===== config.mk =====
export PLATFORM = sky130hd
export DESIGN_NAME = selfheal_wdog
export DESIGN_NICKNAME = d
export VERILOG_FILES = /design/src/rtl/selfheal_pkg.sv /design/src/rtl/selfheal_dp.sv /design/src/rtl/selfheal_ctrl.sv /design/src/rtl/selfheal_wdog.sv
export SDC_FILE = /design/constraint.sdc
export NUM_CORES = 1
export LEC_CHECK = 0
export BUFFER_PORTS_ARGS = -buffer_cell sky130_fd_sc_hd__buf_4
export CORE_MARGIN = 8
export CORE_UTILIZATION = 40
export DETAILED_ROUTE_END_ITERATION = 10
export HOLD_SLACK_MARGIN = 0.05
export PLACE_DENSITY = 0.65
export SYNTH_ARGS = -nofsm -noshare
export SYNTH_HDL_FRONTEND = slang
export SYNTH_SLANG_ARGS = --single-unit
export TNS_END_PERCENT = 20

===== constraint.sdc =====
create_clock -name clk -period 3.3 [get_ports clk]
set_input_delay 0.165 -clock clk [delete_from_list [all_inputs] [get_ports clk]]
set_output_delay 0.165 -clock clk [all_outputs]
set_load 0.1 [all_outputs]

===== src/rtl/selfheal_pkg.sv =====
package selfheal_pkg;
  localparam int REG_W  = 4;
  localparam int EN_BIT = 0;
  localparam int IE_BIT = 1;
  localparam int ST_BIT = 2;
  localparam int FL_BIT = 3;

  typedef enum logic [1:0] {
    ST_ARMED   = 2'd0,
    ST_FIRE    = 2'd1,
    ST_RESTART = 2'd2
  } wdState_e;

  typedef struct packed {
    logic clrCnt;
    logic incCnt;
    logic applyTrip;
    logic allowWrite;
  } dpStrobe_t;
endpackage


===== src/rtl/selfheal_dp.sv =====
module selfheal_dp
  import selfheal_pkg::*;
#(
  parameter int SHORT_PERIOD_TICKS = 1,
  parameter int LONG_PERIOD_TICKS  = 16,
  parameter int WINDOW_PERIODS     = 2
) (
  input  logic             clk,
  input  logic             rstN,
  input  dpStrobe_t        strobe,
  input  logic             longPeriod,
  input  logic             wrEn,
  input  logic [REG_W-1:0] wrData,
  output logic             atLast,
  output logic             enable,
  output logic [REG_W-1:0] regView
);
  localparam int SHORT_WIN = SHORT_PERIOD_TICKS * WINDOW_PERIODS;
  localparam int LONG_WIN  = LONG_PERIOD_TICKS * WINDOW_PERIODS;
  localparam int MAX_WIN   = (LONG_WIN > SHORT_WIN) ? LONG_WIN : SHORT_WIN;
  localparam int CNT_W     = $clog2(MAX_WIN + 1);
  localparam logic [CNT_W-1:0] SHORT_LAST = CNT_W'(SHORT_WIN - 1);
  localparam logic [CNT_W-1:0] LONG_LAST  = CNT_W'(LONG_WIN - 1);

  logic [CNT_W-1:0] cnt;
  logic [CNT_W-1:0] lastTick;
  logic enReg, ieReg, stReg, flReg;

  assign lastTick = longPeriod ? LONG_LAST : SHORT_LAST;
  // >= keeps a shortened window safe if the select changes mid-count
  assign atLast   = (cnt >= lastTick);

  always_ff @(posedge clk or negedge rstN) begin
    if (!rstN) begin
      cnt <= '0;
    end else if (strobe.clrCnt) begin
      cnt <= '0;
    end else if (strobe.incCnt) begin
      cnt <= cnt + 1'b1;
    end
  end

  always_ff @(posedge clk or negedge rstN) begin
    if (!rstN) begin
      enReg <= 1'b1;
      ieReg <= 1'b0;
      stReg <= 1'b0;
      flReg <= 1'b0;
    end else if (strobe.applyTrip) begin
      enReg <= 1'b1;
      ieReg <= 1'b0;
      stReg <= 1'b1;
      flReg <= flReg | ieReg;
    end else if (wrEn && strobe.allowWrite) begin
      enReg <= wrData[EN_BIT];
      ieReg <= wrData[IE_BIT];
      if (!wrData[FL_BIT]) flReg <= 1'b0;
      // status clears only once the flag was already clear
      if (!wrData[ST_BIT] && !flReg) stReg <= 1'b0;
    end
  end

  assign enable = enReg;

  always_comb begin
    regView         = '0;
    regView[EN_BIT] = enReg;
    regView[IE_BIT] = ieReg;
    regView[ST_BIT] = stReg;
    regView[FL_BIT] = flReg;
  end
endmodule


===== src/rtl/selfheal_ctrl.sv =====
module selfheal_ctrl
  import selfheal_pkg::*;
(
  input  logic      clk,
  input  logic      rstN,
  input  logic      tick,
  input  logic      heartbeat,
  input  logic      enable,
  input  logic      atLast,
  output dpStrobe_t strobe,
  output logic      ctlRst,
  output logic      restartPulse
);
  wdState_e state, stateNext;
  logic armed, fire;

  assign armed = (state == ST_ARMED);
  assign fire  = armed && enable && tick && !heartbeat && atLast;

  always_comb begin
    stateNext = state;
    unique case (state)
      ST_ARMED:   if (fire) stateNext = ST_FIRE;
      ST_FIRE:    stateNext = ST_RESTART;
      ST_RESTART: stateNext = ST_ARMED;
      default:    stateNext = ST_ARMED;
    endcase
  end

  always_ff @(posedge clk or negedge rstN) begin
    if (!rstN) state <= ST_ARMED;
    else       state <= stateNext;
  end

  always_comb begin
    strobe.clrCnt     = !armed || !enable || heartbeat || fire;
    strobe.incCnt     = tick;
    strobe.applyTrip  = (state == ST_FIRE);
    strobe.allowWrite = armed;
  end

  assign ctlRst       = (state == ST_FIRE);
  assign restartPulse = (state == ST_RESTART);
endmodule


===== src/rtl/selfheal_wdog.sv =====
module selfheal_wdog
  import selfheal_pkg::*;
#(
  parameter int SHORT_PERIOD_TICKS = 1,
  parameter int LONG_PERIOD_TICKS  = 16,
  parameter int WINDOW_PERIODS     = 2
) (
  input  logic             clk,
  input  logic             rstN,
  input  logic             tick,
  input  logic             heartbeat,
  input  logic             longPeriod,
  input  logic             wrEn,
  input  logic [REG_W-1:0] wrData,
  output logic [REG_W-1:0] rdData,
  output logic             ctlRst,
  output logic             restartPulse,
  output logic             irq
);
  dpStrobe_t strobe;
  logic atLast, enable;
  logic [REG_W-1:0] regView;

  selfheal_ctrl u_ctrl (
    .clk(clk), .rstN(rstN), .tick(tick), .heartbeat(heartbeat),
    .enable(enable), .atLast(atLast), .strobe(strobe),
    .ctlRst(ctlRst), .restartPulse(restartPulse)
  );

  selfheal_dp #(
    .SHORT_PERIOD_TICKS(SHORT_PERIOD_TICKS),
    .LONG_PERIOD_TICKS(LONG_PERIOD_TICKS),
    .WINDOW_PERIODS(WINDOW_PERIODS)
  ) u_dp (
    .clk(clk), .rstN(rstN), .strobe(strobe), .longPeriod(longPeriod),
    .wrEn(wrEn), .wrData(wrData), .atLast(atLast), .enable(enable),
    .regView(regView)
  );

  assign rdData = regView;
  assign irq    = regView[FL_BIT];
endmodule


## Word-level counts from Yosys, hierarchy flattened

Index checks and enable logic that the tools add are counted.

| storage, ports and cells | value |
|---|---|
| memories kept | 0 |
| latch bits | 0 |
| word-level logic and storage cells | 48 |
| output and inout bits | 7 |
| memory bits (read-only) | 0 |
| input port bits | 10 |
| RAM bits | 0 |
| bits in registers | 12 |

| operators by class | value |
|---|---|
| magnitude comparators | 1 |
| shift-type cells | 0 |
| divide/modulo/power cells | 0 |
| equality and inequality tests | 4 |
| $mul | 0 |
| reduce and logical (&&, ||, !) cells | 20 |
| mux-type cells | 15 |
| bitwise gates (word level) | 1 |
| add/sub/neg operators | 1 |

Operator list:

| cell | count |
|---|---|
| 2-to-1 mux 6 bit | 2 |
| 2-to-1 mux 1 bit | 10 |
| adder 6 x 1 -> 6 bit (second input constant) | 1 |
| greater-or-equal comparator 6 bit | 1 |
| logical AND 1 bit | 6 |
| nonzero test 2 bit | 3 |
| logical NOT 1 bit | 5 |
| 2-to-1 mux 5 bit | 1 |
| case mux 2 bit (2 select lines) | 1 |
| AND reduction 2 bit | 2 |
| logical OR 1 bit | 3 |
| equality test 2 x 1 -> 1 bit (second input constant) | 1 |
| equality test 2 bit (second input constant) | 1 |
| logical NOT 2 bit | 1 |
| 2-to-1 mux 2 bit | 1 |
| != test 2 x 1 -> 1 bit (second input constant) | 1 |
| != test 2 bit (second input constant) | 1 |
| bitwise OR 1 bit | 1 |

## Logic depth before layout (Yosys ltp)

| logic depth | value |
|---|---|
| depth in word-level cells | 7 |
| gate-level depth with buffers | 6 |
| mapped depth without buffers | 6 |

## Hierarchy

Synthesis repeated with hierarchy kept, for this count alone.

| unflattened totals | value |
|---|---|
| cell total of the unflattened synthesis | 68 |
| area total of the unflattened synthesis | 678.2 µm² |

By module, submodules not included:

| module | cells each | area each (µm²) | seq. area each (µm²) | times used |
|---|---|---|---|---|
| selfheal_dp | 54 | 545.5 | 251.5 | 1 |
| selfheal_ctrl | 13 | 125.1 | 50.0 | 1 |
| selfheal_wdog | 1 | 7.5 | 0.0 | 1 |

## Worst setup path after synthesis

No wires, ideal clock.

| timing path | value |
|---|---|
| path kind | register to output |
| start | register u_ctrl.state[1] |
| end | output port restartPulse |
| cell stages (with the launch flop) | 3 |
| arrival | 1.812 ns |
| required time | 3.135 ns |
| path slack | 1.323 ns |
| cells stage by stage | dfrtp_1 -> inv_1 -> nor2_1 |

| on the way | value |
|---|---|
| longest elaborated chain between the ends | 1 |

Ends and longest elaborated chain:

| element | line | source |
|---|---|---|
| start, declared | selfheal_ctrl.sv:14 | `wdState_e state, stateNext;` |
| start signal, assigned | selfheal_ctrl.sv:32 | `else state <= stateNext;` |
| equality test 2 bit | selfheal_ctrl.sv:43 | `assign restartPulse = (state == ST_RESTART);` |
| end, declared | selfheal_wdog.sv:17 | `output logic restartPulse,` |

No other way between the ends.

## Final worst setup path

| timing path | value |
|---|---|
| start | register u_dp.cnt[3] |
| end | register u_dp.cnt[3] |

| on the way | value |
|---|---|
| longest elaborated chain between the ends | 4 |
| elaborated cells on any way between the ends | 7 |
| those cells by class | add/sub: 1; order compare: 1; mux: 2; reduce/logical: 3 |

Ends and longest elaborated chain:

| element | line | source |
|---|---|---|
| start, declared | selfheal_dp.sv:25 | `logic [CNT_W-1:0] cnt;` |
| start signal, assigned | selfheal_dp.sv:39 | `cnt <= cnt + 1'b1;` |
| greater-or-equal comparator 6 bit | selfheal_dp.sv:31 | `assign atLast = (cnt >= lastTick);` |
| logical AND 1 bit | selfheal_ctrl.sv:18 | `assign fire = armed && enable && tick && !heartbeat && atLast;` |
| logical OR 1 bit | selfheal_ctrl.sv:36 | `strobe.clrCnt = !armed \|\| !enable \|\| heartbeat \|\| fire;` |
| 2-to-1 mux 6 bit or nonzero test 2 bit (tied branches) | -- |  |

Parallel ways exist; a longest one is shown, timed or not. The select of a mux whose other input is x is not followed.
A chain may end at the register's enable or synchronous reset.

==> results_dict.tcl <==
set metrics [dict create \
    cts-resized-gates 0 \
    numClockSinks 12 \
    fmax_mhz 580 \
    vias_per_cell 5.37 \
    clock_path_buffers 2 \
    power.switching_uw 85.1 \
    post-route-min-period_ns 1.73 \
    crit_required_ns 3.45 \
    fp.dieH_um 58 \
    worstHoldStart "wrData[2]" \
    reg2reg_slack_ns 1.57 \
    max-slew-margin-rel 0.732 \
    synthXorXnorAreaFrac 0 \
    numPlacedInstances 99 \
    synth_compound_area_frac 0.211 \
    cap_violations 0 \
    switching_share 0.278 \
    overflow 0 \
    setup_viol 0 \
    grt_max_degree 13 \
    start_util 0.418 \
    ys_warn_count 0 \
    worst_slew_pin_slew_ns 0.400 \
    drt-initial-drc-count 8 \
    worst_hold_path.num_cells 3 \
    drc 0 \
    final_cells 104 \
    yosysSeqAreaShare 0.427 \
    status "finished clean" \
    rsz0062_at_grt "no" \
    reg2reg_depth 5 \
    yosysUniqueCellTypes 27 \
    finalCritPeriodShare 0.523 \
    syn_inst 70 \
    die_w_um 58 \
    hpwlAfterDp_mm 1.20 \
    row_count 15 \
    grtUsageTotal 0.0929 \
    internal_power_uw 221 \
    wl_per_cell_um 13.8 \
    ir_drop_uv 188 \
    insertion_delay_ns 0.27 \
    finalHoldViolations 0 \
    avgSynthCellArea_um2 10.1 \
    timing.rr.end "u_dp.cnt[3]" \
    synth_fa_ha_area_frac 0.0887 \
    p_per_area_mw_per_mm2 358 \
    dieArea_mm2 0.00336 \
    crit_path_end_kind "register" \
    grt_pass1_wl_mm 2.46 \
    fin_tns_setup_ns 0 \
    syn_to_final_growth_pct 20.9 \
    cp-start-kind "register" \
    cp_max_fo 5 \
    leakage_nw 0.422 \
    worstPathArrival_ns 1.87 \
    synth_fp_nets 85 \
    coreArea_mm2 0.00169 \
    grt_antenna_before_repair 0 \
    cts-buffers-inserted 3 \
    synthesis.area_um2 706 \
    wl_mm 1.44 \
    dr.pass1.iters 4 \
    layout-drive-gt1-share 0.276 \
    r2r_start "u_dp.cnt[3]" \
    htree_levels 1 \
    grt_pass1_vias 573 \
    drtAntennaViolNets 0 \
    antennaDiodeCount 0 \
    ys_ff_latch 12 \
    skew_ns 0.00780 \
    hp-class "input port to register" \
    synth-simple-area-share 0.188 \
    nFillCells 175 \
    synth_top_family_by_area "compound AO/OA/AOI/OAI gates" \
    worstHoldEndpoint "u_dp.stReg" \
    p_clk_frac 0.300 \
    via_count 558 \
    root_buffer "clkbuf_4" \
    tritoncts "yes" \
    sequentialPowerShare 0.508 \
    slew_viol_final 0 \
    io_pins 17 \
    fin_nets 103 \
    crit_type "register to register" \
    path_clk_slew_ns 0.08 \
    pwr-share-comb 0.191 \
    synth.area.mux_share 0.0160 \
    io_buffer_count 16 \
    gp_congestion 0.830 \
]
## sequential cells by signal, indices dropped and copies added (netlist names)
signal / flops
u_ctrl.state: 2
u_dp.cnt: 6
u_dp.enable: 1
u_dp.flReg: 1
u_dp.ieReg: 1
u_dp.stReg: 1
## worst max path at each step
stage / slack, ns / to / cells past startpoint / startpoint
2_1_floorplan: 1.32 / restartPulse / 2 / u_ctrl.state[1]
3_3_place_gp: 1.60 / u_dp.cnt[3] / 5 / u_dp.cnt[4]
3_5_place_dp: 1.58 / u_dp.cnt[3] / 5 / u_dp.cnt[3]
4_1_cts: 1.57 / u_dp.cnt[3] / 5 / u_dp.cnt[3]
5_1_grt: 1.48 / u_dp.cnt[3] / 5 / u_dp.cnt[3]
6_report: 1.57 / u_dp.cnt[3] / 5 / u_dp.cnt[3]
## final cells by class
| class | instances | area (um2) | area share |
|---|---|---|---|
| Clock buffer | 4 | 26.3 | 0.0308 |
| Inverter | 5 | 18.8 | 0.0220 |
| Multi-Input combinational cell | 49 | 355 | 0.416 |
| Sequential cell | 12 | 302 | 0.353 |
| Tap cell | 17 | 21.3 | 0.0249 |
| Timing Repair Buffer | 17 | 130 | 0.152 |
## synthesized netlist by cell type
library cell   n  share of area
dfrtp_1       11           0.39
nand2_2        1         0.0089
nor4b_4        1          0.034
a22o_1         4          0.050
nor3_2         1          0.014
mux2_1         1          0.016
a21oi_1        4          0.028
inv_1          5          0.027
nand2_1        3          0.016
o22ai_1        2          0.018
or2_2          1         0.0089
o2bb2ai_1      1          0.012
nand3_1        2          0.014
a31o_1         1          0.012
dfstp_2        1          0.037
or2b_1         1          0.011
a31oi_1        2          0.018
o21ai_0        3          0.021
ha_1           5          0.089
nor2_1         8          0.043
o221a_1        1          0.016
a2bb2oi_1      1          0.012
o41ai_1        1          0.012
nor2b_1        3          0.027
o31ai_1        1          0.011
buf_4          4          0.043
nand4b_1       1          0.012
## through the flow
stage	instance area, um2	worst slack, ns	power (mW)	utilization	hold WS (ns)
2_1_floorplan	706	1.32	0.199	-	-0.131
3_5_place_dp	817	1.58	0.217	0.484	0.0167
4_1_cts	853	1.57	0.312	0.505	0.129
5_1_grt	853	1.48	0.322	0.505	0.148
3_3_place_gp	817	1.60	0.216	0.484	0.0162
6_report	853	1.57	0.306	0.505	0.135
## worst max-delay path, stage by stage (launching register included)
cell and delay (ns):
dfrtp_1 0.42, ha_1 0.31, nand4b_1 0.12, o221a_1 0.32, a31o_1 0.22, a22o_1 0.23
## layout by cell type, fill, tap and decap left out, types with 2 or more instances in the layout
| master | instances |
|---|---|
| o22ai_1 | 2 |
| clkbuf_4 | 3 |
| nand2_1 | 3 |
| nor2_1 | 8 |
| o21ai_0 | 3 |
| a31oi_1 | 2 |
| ha_1 | 5 |
| a22o_1 | 4 |
| dfrtp_1 | 11 |
| nand3_1 | 2 |
| a21oi_1 | 4 |
| nor2b_1 | 3 |
| buf_4 | 16 |
| inv_1 | 5 |
## metal layers
metal	vias up	track usage	routed length [um]
met1	256	0.108	646
met4	0	0.0420	0
met5	-	0	0
li1	288	-	-
met2	14	0.140	668
met3	0	0.0464	122
## power groups by stage
| stage | Clock (mW) | Combinational, mW | Sequential (mW) |
|---|---|---|---|
| after detailed placement | 0 | 0.0583 | 0.158 |
| after global routing | 0.103 | 0.0633 | 0.156 |
| after floorplan | 0 | 0.0417 | 0.158 |
| after CTS | 0.0976 | 0.0592 | 0.155 |
| after global placement | 0 | 0.0579 | 0.158 |
| final | 0.0918 | 0.0585 | 0.155 |
## repair_timing
| item | in CTS | in global routing |
|---|---|---|
| buffers inserted | 0 | 0 |
| hold buffers | 1 | 0 |
| hold endpoints to repair | 12 | 0 |
## cell families (layout without fill, tap and decap cells)
group                      after synthesis  after routing
buffers and inverters                    9             26
adders and majority gates                5              5
DFF                                     12             12
muxes                                    1              1
and+or+nand+nor                         22             22
AOI/OAI and AO/OA                       21             21
(Power assumes the default switching activity.)
